===== src/rtl/hrx_pkg.sv =====
package hrx_pkg;

   // Register-write intents decoded from one bus write
   typedef struct packed {
      logic pop_try;   // software wrote 0 to ready
      logic ovr_clr;   // software wrote 0 to overrun
      logic req_set;   // software wrote 1 to request
      logic cfg_we;    // control/status write: update config bits
      logic auto_val;  // new auto-request enable
      logic dma_val;   // new DMA-service flag
      logic fsz_we;    // FIFO size register write
      logic dpb_val;   // new double-buffer enable
   } hrx_wr_t;

endpackage


===== src/rtl/hrx_wr_decode.sv =====
module hrx_wr_decode
   import hrx_pkg::*;
#(
   parameter int REG_W    = 8,
   parameter int RDY_BIT  = 0,
   parameter int OVR_BIT  = 2,
   parameter int REQ_BIT  = 5,
   parameter int DMA_BIT  = 6,
   parameter int AUTO_BIT = 7,
   parameter int DPB_BIT  = 4
) (
   input  logic             reg_wr,
   input  logic             reg_sel,
   input  logic [REG_W-1:0] wdata,
   output hrx_wr_t          wr
);

   logic ctl_we;
   logic fsz_we;

   assign ctl_we = reg_wr & ~reg_sel;
   assign fsz_we = reg_wr &  reg_sel;

   always_comb begin
      wr          = '0;
      wr.pop_try  = ctl_we & ~wdata[RDY_BIT];
      wr.ovr_clr  = ctl_we & ~wdata[OVR_BIT];
      wr.req_set  = ctl_we &  wdata[REQ_BIT];
      wr.cfg_we   = ctl_we;
      wr.auto_val = wdata[AUTO_BIT];
      wr.dma_val  = wdata[DMA_BIT];
      wr.fsz_we   = fsz_we;
      wr.dpb_val  = wdata[DPB_BIT];
   end

endmodule


===== src/rtl/hrx_slot_track.sv =====
module hrx_slot_track #(
   parameter int MAX_HELD = 2,
   parameter bit HAS_DPB  = 1'b1
) (
   input  logic clk,
   input  logic rst_n,
   input  logic pkt_rcvd,
   input  logic pop_try,
   input  logic ovr_clr,
   input  logic dpb_en,
   output logic rdy,
   output logic full,
   output logic pop,
   output logic ovr
);

   localparam int CNT_W = $clog2(MAX_HELD + 1);

   logic [CNT_W-1:0] cnt_q;
   logic [CNT_W-1:0] cap;
   logic             accept;

   generate
      if (HAS_DPB) begin : g_dual
         assign cap = dpb_en ? CNT_W'(MAX_HELD) : CNT_W'(1);
      end else begin : g_single
         logic dpb_unused;
         assign dpb_unused = dpb_en;
         assign cap = CNT_W'(1);
      end
   endgenerate

   assign rdy    = (cnt_q != '0);
   assign full   = (cnt_q >= cap);
   assign pop    = pop_try & rdy;
   assign accept = pkt_rcvd & (~full | pop);

   always_ff @(posedge clk or negedge rst_n) begin
      if (!rst_n) begin
         cnt_q <= '0;
         ovr   <= 1'b0;
      end else begin
         cnt_q <= cnt_q + CNT_W'(accept) - CNT_W'(pop);
         if (pkt_rcvd && !accept)
            ovr <= 1'b1;
         else if (ovr_clr)
            ovr <= 1'b0;
      end
   end

   // count never exceeds the largest capacity
   p_cnt_bound_r4: assert property (@(posedge clk) disable iff (!rst_n)
      cnt_q <= CNT_W'(MAX_HELD));

   // arrival into a full buffer with no slot freed flags overrun
   p_ovr_set_r3: assert property (@(posedge clk) disable iff (!rst_n)
      (pkt_rcvd && full && !pop) |=> ovr);

   // a dropped packet leaves the count unchanged
   p_drop_keep_r3: assert property (@(posedge clk) disable iff (!rst_n)
      (pkt_rcvd && full && !pop) |=> $stable(cnt_q));

   // freeing one of two held packets keeps ready asserted
   p_second_rdy_r4: assert property (@(posedge clk) disable iff (!rst_n)
      (pop && cnt_q > CNT_W'(1)) |=> rdy);

   // a clear attempt on an empty buffer frees nothing
   p_empty_pop_r10: assert property (@(posedge clk) disable iff (!rst_n)
      (pop_try && !rdy && !pkt_rcvd) |=> !rdy);

endmodule


===== src/rtl/hrx_req_ctrl.sv =====
module hrx_req_ctrl (
   input  logic clk,
   input  logic rst_n,
   input  logic sw_set,
   input  logic full,
   input  logic pop,
   input  logic auto_en,
   input  logic dma_mode,
   input  logic in_start,
   output logic req
);

   logic sw_ok;
   logic auto_set;

   assign sw_ok    = sw_set & ~full;
   assign auto_set = pop & auto_en & ~dma_mode;

   always_ff @(posedge clk or negedge rst_n) begin
      if (!rst_n)
         req <= 1'b0;
      else if (sw_ok || auto_set)
         req <= 1'b1;
      else if (in_start)
         req <= 1'b0;
   end

   // CPU-serviced auto-request re-arms on a freed slot
   p_auto_arm_r6: assert property (@(posedge clk) disable iff (!rst_n)
      (pop && auto_en && !dma_mode) |=> req);

   // in DMA service a freed slot alone does not raise the request
   p_dma_quiet_r7: assert property (@(posedge clk) disable iff (!rst_n)
      (pop && dma_mode && !sw_set && !req) |=> !req);

   // a software request is refused while the buffer is full
   p_full_block_r5: assert property (@(posedge clk) disable iff (!rst_n)
      (sw_set && full && !pop && !req) |=> !req);

   // transaction start drops the request unless re-set
   p_in_clear_r8: assert property (@(posedge clk) disable iff (!rst_n)
      (in_start && !sw_set && !pop) |=> !req);

endmodule


===== src/rtl/hrx_autoreq.sv =====
module hrx_autoreq
   import hrx_pkg::*;
#(
   parameter int REG_W    = 8,
   parameter int MAX_HELD = 2,
   parameter bit HAS_DPB  = 1'b1,
   parameter int RDY_BIT  = 0,
   parameter int OVR_BIT  = 2,
   parameter int REQ_BIT  = 5,
   parameter int DMA_BIT  = 6,
   parameter int AUTO_BIT = 7,
   parameter int DPB_BIT  = 4
) (
   input  logic             clk,
   input  logic             rst_n,
   input  logic             reg_wr,
   input  logic             reg_sel,
   input  logic [REG_W-1:0] reg_wdata,
   output logic [REG_W-1:0] reg_rdata,
   input  logic             pkt_rcvd,
   input  logic             in_start,
   output logic             req_pkt
);

   localparam int CTL_BITS = 5;

   generate
      if (RDY_BIT >= REG_W || OVR_BIT >= REG_W || REQ_BIT >= REG_W ||
          DMA_BIT >= REG_W || AUTO_BIT >= REG_W || DPB_BIT >= REG_W) begin : g_bad_pos
         $error("hrx_autoreq: bit position outside register width");
      end
      if (REG_W < CTL_BITS) begin : g_bad_width
         $error("hrx_autoreq: register too narrow for control fields");
      end
      if (MAX_HELD < 1) begin : g_bad_depth
         $error("hrx_autoreq: MAX_HELD must be at least 1");
      end
      if (RDY_BIT == OVR_BIT || RDY_BIT == REQ_BIT || RDY_BIT == DMA_BIT ||
          RDY_BIT == AUTO_BIT || OVR_BIT == REQ_BIT || OVR_BIT == DMA_BIT ||
          OVR_BIT == AUTO_BIT || REQ_BIT == DMA_BIT || REQ_BIT == AUTO_BIT ||
          DMA_BIT == AUTO_BIT) begin : g_bad_overlap
         $error("hrx_autoreq: control field positions overlap");
      end
   endgenerate

   hrx_wr_t wr;
   logic    rdy, full, pop, ovr;
   logic    auto_en_q, dma_q, dpb_q;

   hrx_wr_decode #(
      .REG_W(REG_W), .RDY_BIT(RDY_BIT), .OVR_BIT(OVR_BIT), .REQ_BIT(REQ_BIT),
      .DMA_BIT(DMA_BIT), .AUTO_BIT(AUTO_BIT), .DPB_BIT(DPB_BIT)
   ) u_dec (
      .reg_wr  (reg_wr),
      .reg_sel (reg_sel),
      .wdata   (reg_wdata),
      .wr      (wr)
   );

   always_ff @(posedge clk or negedge rst_n) begin
      if (!rst_n) begin
         auto_en_q <= 1'b0;
         dma_q     <= 1'b0;
      end else if (wr.cfg_we) begin
         auto_en_q <= wr.auto_val;
         dma_q     <= wr.dma_val;
      end
   end

   generate
      if (HAS_DPB) begin : g_dpb_reg
         always_ff @(posedge clk or negedge rst_n) begin
            if (!rst_n)
               dpb_q <= 1'b0;
            else if (wr.fsz_we)
               dpb_q <= wr.dpb_val;
         end
      end else begin : g_dpb_none
         logic dpb_unused;
         assign dpb_unused = wr.fsz_we ^ wr.dpb_val;
         assign dpb_q = 1'b0;
      end
   endgenerate

   hrx_slot_track #(
      .MAX_HELD (MAX_HELD),
      .HAS_DPB  (HAS_DPB)
   ) u_slots (
      .clk      (clk),
      .rst_n    (rst_n),
      .pkt_rcvd (pkt_rcvd),
      .pop_try  (wr.pop_try),
      .ovr_clr  (wr.ovr_clr),
      .dpb_en   (dpb_q),
      .rdy      (rdy),
      .full     (full),
      .pop      (pop),
      .ovr      (ovr)
   );

   hrx_req_ctrl u_req (
      .clk      (clk),
      .rst_n    (rst_n),
      .sw_set   (wr.req_set),
      .full     (full),
      .pop      (pop),
      .auto_en  (auto_en_q),
      .dma_mode (dma_q),
      .in_start (in_start),
      .req      (req_pkt)
   );

   always_comb begin
      reg_rdata = '0;
      if (reg_sel) begin
         reg_rdata[DPB_BIT] = dpb_q;
      end else begin
         reg_rdata[RDY_BIT]  = rdy;
         reg_rdata[OVR_BIT]  = ovr;
         reg_rdata[REQ_BIT]  = req_pkt;
         reg_rdata[DMA_BIT]  = dma_q;
         reg_rdata[AUTO_BIT] = auto_en_q;
      end
   end

   // overrun clears only through a written 0
   p_ovr_hold_r9: assert property (@(posedge clk) disable iff (!rst_n)
      (ovr && !wr.ovr_clr) |=> ovr);

   // a stored packet shows as ready
   p_rdy_after_pkt_r2: assert property (@(posedge clk) disable iff (!rst_n)
      (pkt_rcvd && !full) |=> reg_rdata[RDY_BIT] || reg_sel);

endmodule


===== config.mk =====
export PLATFORM = sky130hd
export DESIGN_NAME = hrx_autoreq
export DESIGN_NICKNAME = d
export VERILOG_FILES = /design/src/rtl/hrx_pkg.sv /design/src/rtl/hrx_wr_decode.sv /design/src/rtl/hrx_slot_track.sv /design/src/rtl/hrx_req_ctrl.sv /design/src/rtl/hrx_autoreq.sv
export SDC_FILE = /design/constraint.sdc
export NUM_CORES = 1
export LEC_CHECK = 0
export ABC_AREA = 1
export BUFFER_PORTS_ARGS = -buffer_cell sky130_fd_sc_hd__buf_2
export CORE_AREA = 2 2 39 41
export DETAILED_ROUTE_END_ITERATION = 16
export DIE_AREA = 0 0 41 43
export PLACE_DENSITY = 0.72
export SLEW_MARGIN = 40
export SYNTH_ARGS = -nofsm -noshare
export SYNTH_HDL_FRONTEND = slang
export SYNTH_HIERARCHICAL = 1
export SYNTH_SLANG_ARGS = --single-unit

===== constraint.sdc =====
create_clock -name clk -period 1.9 [get_ports clk]
set_clock_uncertainty 0.15 [all_clocks]
set_input_delay 0 -clock clk [delete_from_list [all_inputs] [get_ports clk]]
set_output_delay 0 -clock clk [all_outputs]
set_load 0.01 [all_outputs]

==> flow_summary.toml <==
[status]
status = "finished, violations left"
violations = "negative hold slack"

[logic_synthesis]
synth.avg_cell_area_sq_um = 6.57
synth.distinct_cells = 15
ys_ff_latch = 7
synth_seq_area_share_pct = 32.1
postSynthCellCount = 83
syn-cell-area_sq_um = 546
yosysWarnings = 6

[pwr]
leakage_uw = 0.000479
ir_worst_vdd_mv = 0.482
powerDensity_mw_per_mm2 = 955

[job]
max_cap_viol_count = 0

[grt]
grt_use_total_pct = 17.1
overflow = 0
antenna_found_initial = 0
grt_pass1_vias = 522
grt_start_max_net_pins = 9
grt_first_pass_wirelength_microns = 2010

[timing]
fin_ws_ns = 0.0604
fmax_ghz = 0.544
hold_viol_final = 1
slew_viol_final = 0
finalSetupViolCount = 0
whs_ns = -0.0716
min_period_ns = 1.84
setup_tns_ns = 0
period_share_pct = 96.8

[place]
place_congestion = 0.755
preCtsSetupSlack_ns = 0.0802
dpl.hpwl_microns = 848
dpl_cell_area_sq_um = 614
port-buffer-count = 18

[detailed_routing]
drt-pass1-iter-count = 4
via_per_inst = 4.19
drtIter0Drc = 11
vias = 541
routedWlPerCell_microns = 8.73
drc = 0
ant_nets = 0
wl_microns = 1130

[clocking]
cts.htree.levels = 1
postCtsSetupRepairBufs = 0
numCtsBuffers = 3
tritoncts = "yes"
clkLatencyLatePin_ns = 0.25
clockBufferDepth = 2
path_clk_slew_ns = 0.06
cts-root-buf = "clkbuf_4"
cts_num_sinks = 7

[hold_path]
holdPathEnd = "u_req/req"
holdCritPathClass = "input port to register"
holdPathStages = 5
worstHoldStart = "reg_wdata[5]"

[critical_path]
crit_fanout = 1
end_kind = "register"
r2r-start = "dpb_q"
reg2reg_slack_ns = 0.07
r2r_end = "u_slots/ovr"
start_kind = "input port"
arrival_ns = 1.83
r2r_cells = 7
cp_data_required_time_ns = 1.89
worstSetupPathType = "input port to register"

[floorplanning]
pin_count = 23
core_area_sq_mm = 0.00138
dieArea_sq_mm = 0.00176
initial_utilization_pct = 39.4
die_w_microns = 41
die_h_microns = 43
fp-row-count = 14

[finish]
final_area_sq_um = 778
final_net_count = 131
drive_above_1_share_pct = 27.4
synthToLayoutAreaGrowth_pct = 42.7
n_antenna_cell = 0
## per-layer routing
layer / share of wire (%) / vias to the layer above / track usage, % / wire, microns
li1: - / 284 / - / -
met4: 1.2 / 0 / 12.0 / 14
met3: 6.0 / 2 / 3.14 / 67
met1: 42 / 236 / 20.2 / 476
met2: 50 / 19 / 26.3 / 568
met5: 0 / - / 0 / 0
## where the power goes
part           internal, uW  switching, uW  leakage (uW)
clock network          80.4           57.9     0.0000150
registers               196           35.4     0.0000843
logic                   175            199      0.000379
## Yosys cell counts
library cell	instances	area share [%]
nand3_1	4	3.7
ha_1	3	6.9
nand2_1	22	15
inv_1	21	14
nand2_2	2	2.3
xor2_1	1	1.6
nor2_1	8	5.5
inv_2	2	1.4
buf_4	7	9.6
clkinv_1	1	0.69
nor2_4	1	2.1
xnor2_1	1	1.6
nor2_2	2	2.3
dfrtp_1	7	32
conb_1	1	0.69
## worst max-delay path: stages
cell and delay, ns:
dlygate4sd3_1 0.53, buf_2 0.12, nand2_1 0.04, dlygate4sd3_1 0.54
nand2_1 0.05, dlygate4sd3_1 0.55
## layout make-up
cell class	count	area (sq um)
Sequential cell	7	175
Inverter	24	90.1
Multi-Input combinational cell	46	239
Timing Repair Buffer	32	228
Fill cell	129	606
Tap cell	16	20.0
Clock buffer	4	26.3
## what timing repair did
item | CTS | global route
setup endpoints to repair | 0 | 3
endpoints found under the hold margin | 13 | 0
hold buffers | 14 | 0
resized for setup | 0 | 2
## cells in the final DEF, fill, tap and decap left out
cell type	instances
clkbuf_4	3
dfrtp_1	7
nor2_1	8
nand3_1	3
conb_1	2
xor2_1	1
inv_1	21
nor2_4	1
buf_2	18
ha_1	2
inv_2	2
clkinv_1	1
dlygate4sd3_1	13
xnor2_1	1
clkbuf_1	1
nand2_2	2
buf_4	1
nor2_2	2
ha_2	1
nand3_2	1
nand2_1	22
## worst max-delay path by stage
stage,start,to,slack [ns],depth (start not counted)
global route,dpb_q,u_slots/cnt_q[1],-0.002,11
floorplan,u_slots/cnt_q[1],u_slots/cnt_q[1],0.20,10
global placement,dpb_q,u_slots/cnt_q[1],0.16,11
CTS,dpb_q,u_slots/ovr,0.02,7
finish,reg_wdata[4],dpb_q,0.06,6
detailed placement,dpb_q,u_slots/cnt_q[1],0.08,11
## state kept, by name (all words and copies together), names as in the netlist
register       flops
dpb_q              1
u_slots/cnt_q      2
dma_q              1
u_slots/ovr        1
auto_en_q          1
u_req/req          1
## kinds of logic (layout without fill, tap and decap cells)
logic type	after synthesis	in the layout	share of synthesized area (%)
buffers and inverters	31	60	26.1
adder cells (fa/ha/maj)	3	3	6.88
other	1	2	0.687
AND/OR/NAND/NOR	39	39	31.0
flip-flops	7	7	32.1
XOR/XNOR	2	2	3.21
## through the flow
step | instances | total power, uW | utilization (%)
after detailed placement | 112 | 562 | 44.4
after global routing | 129 | 815 | 56.2
after floorplan | 84 | 466 | -
after global placement | 112 | 540 | 44.4
final | 129 | 744 | 56.2
after CTS | 130 | 744 | 56.4
Power figures use the tool's default switching activity.
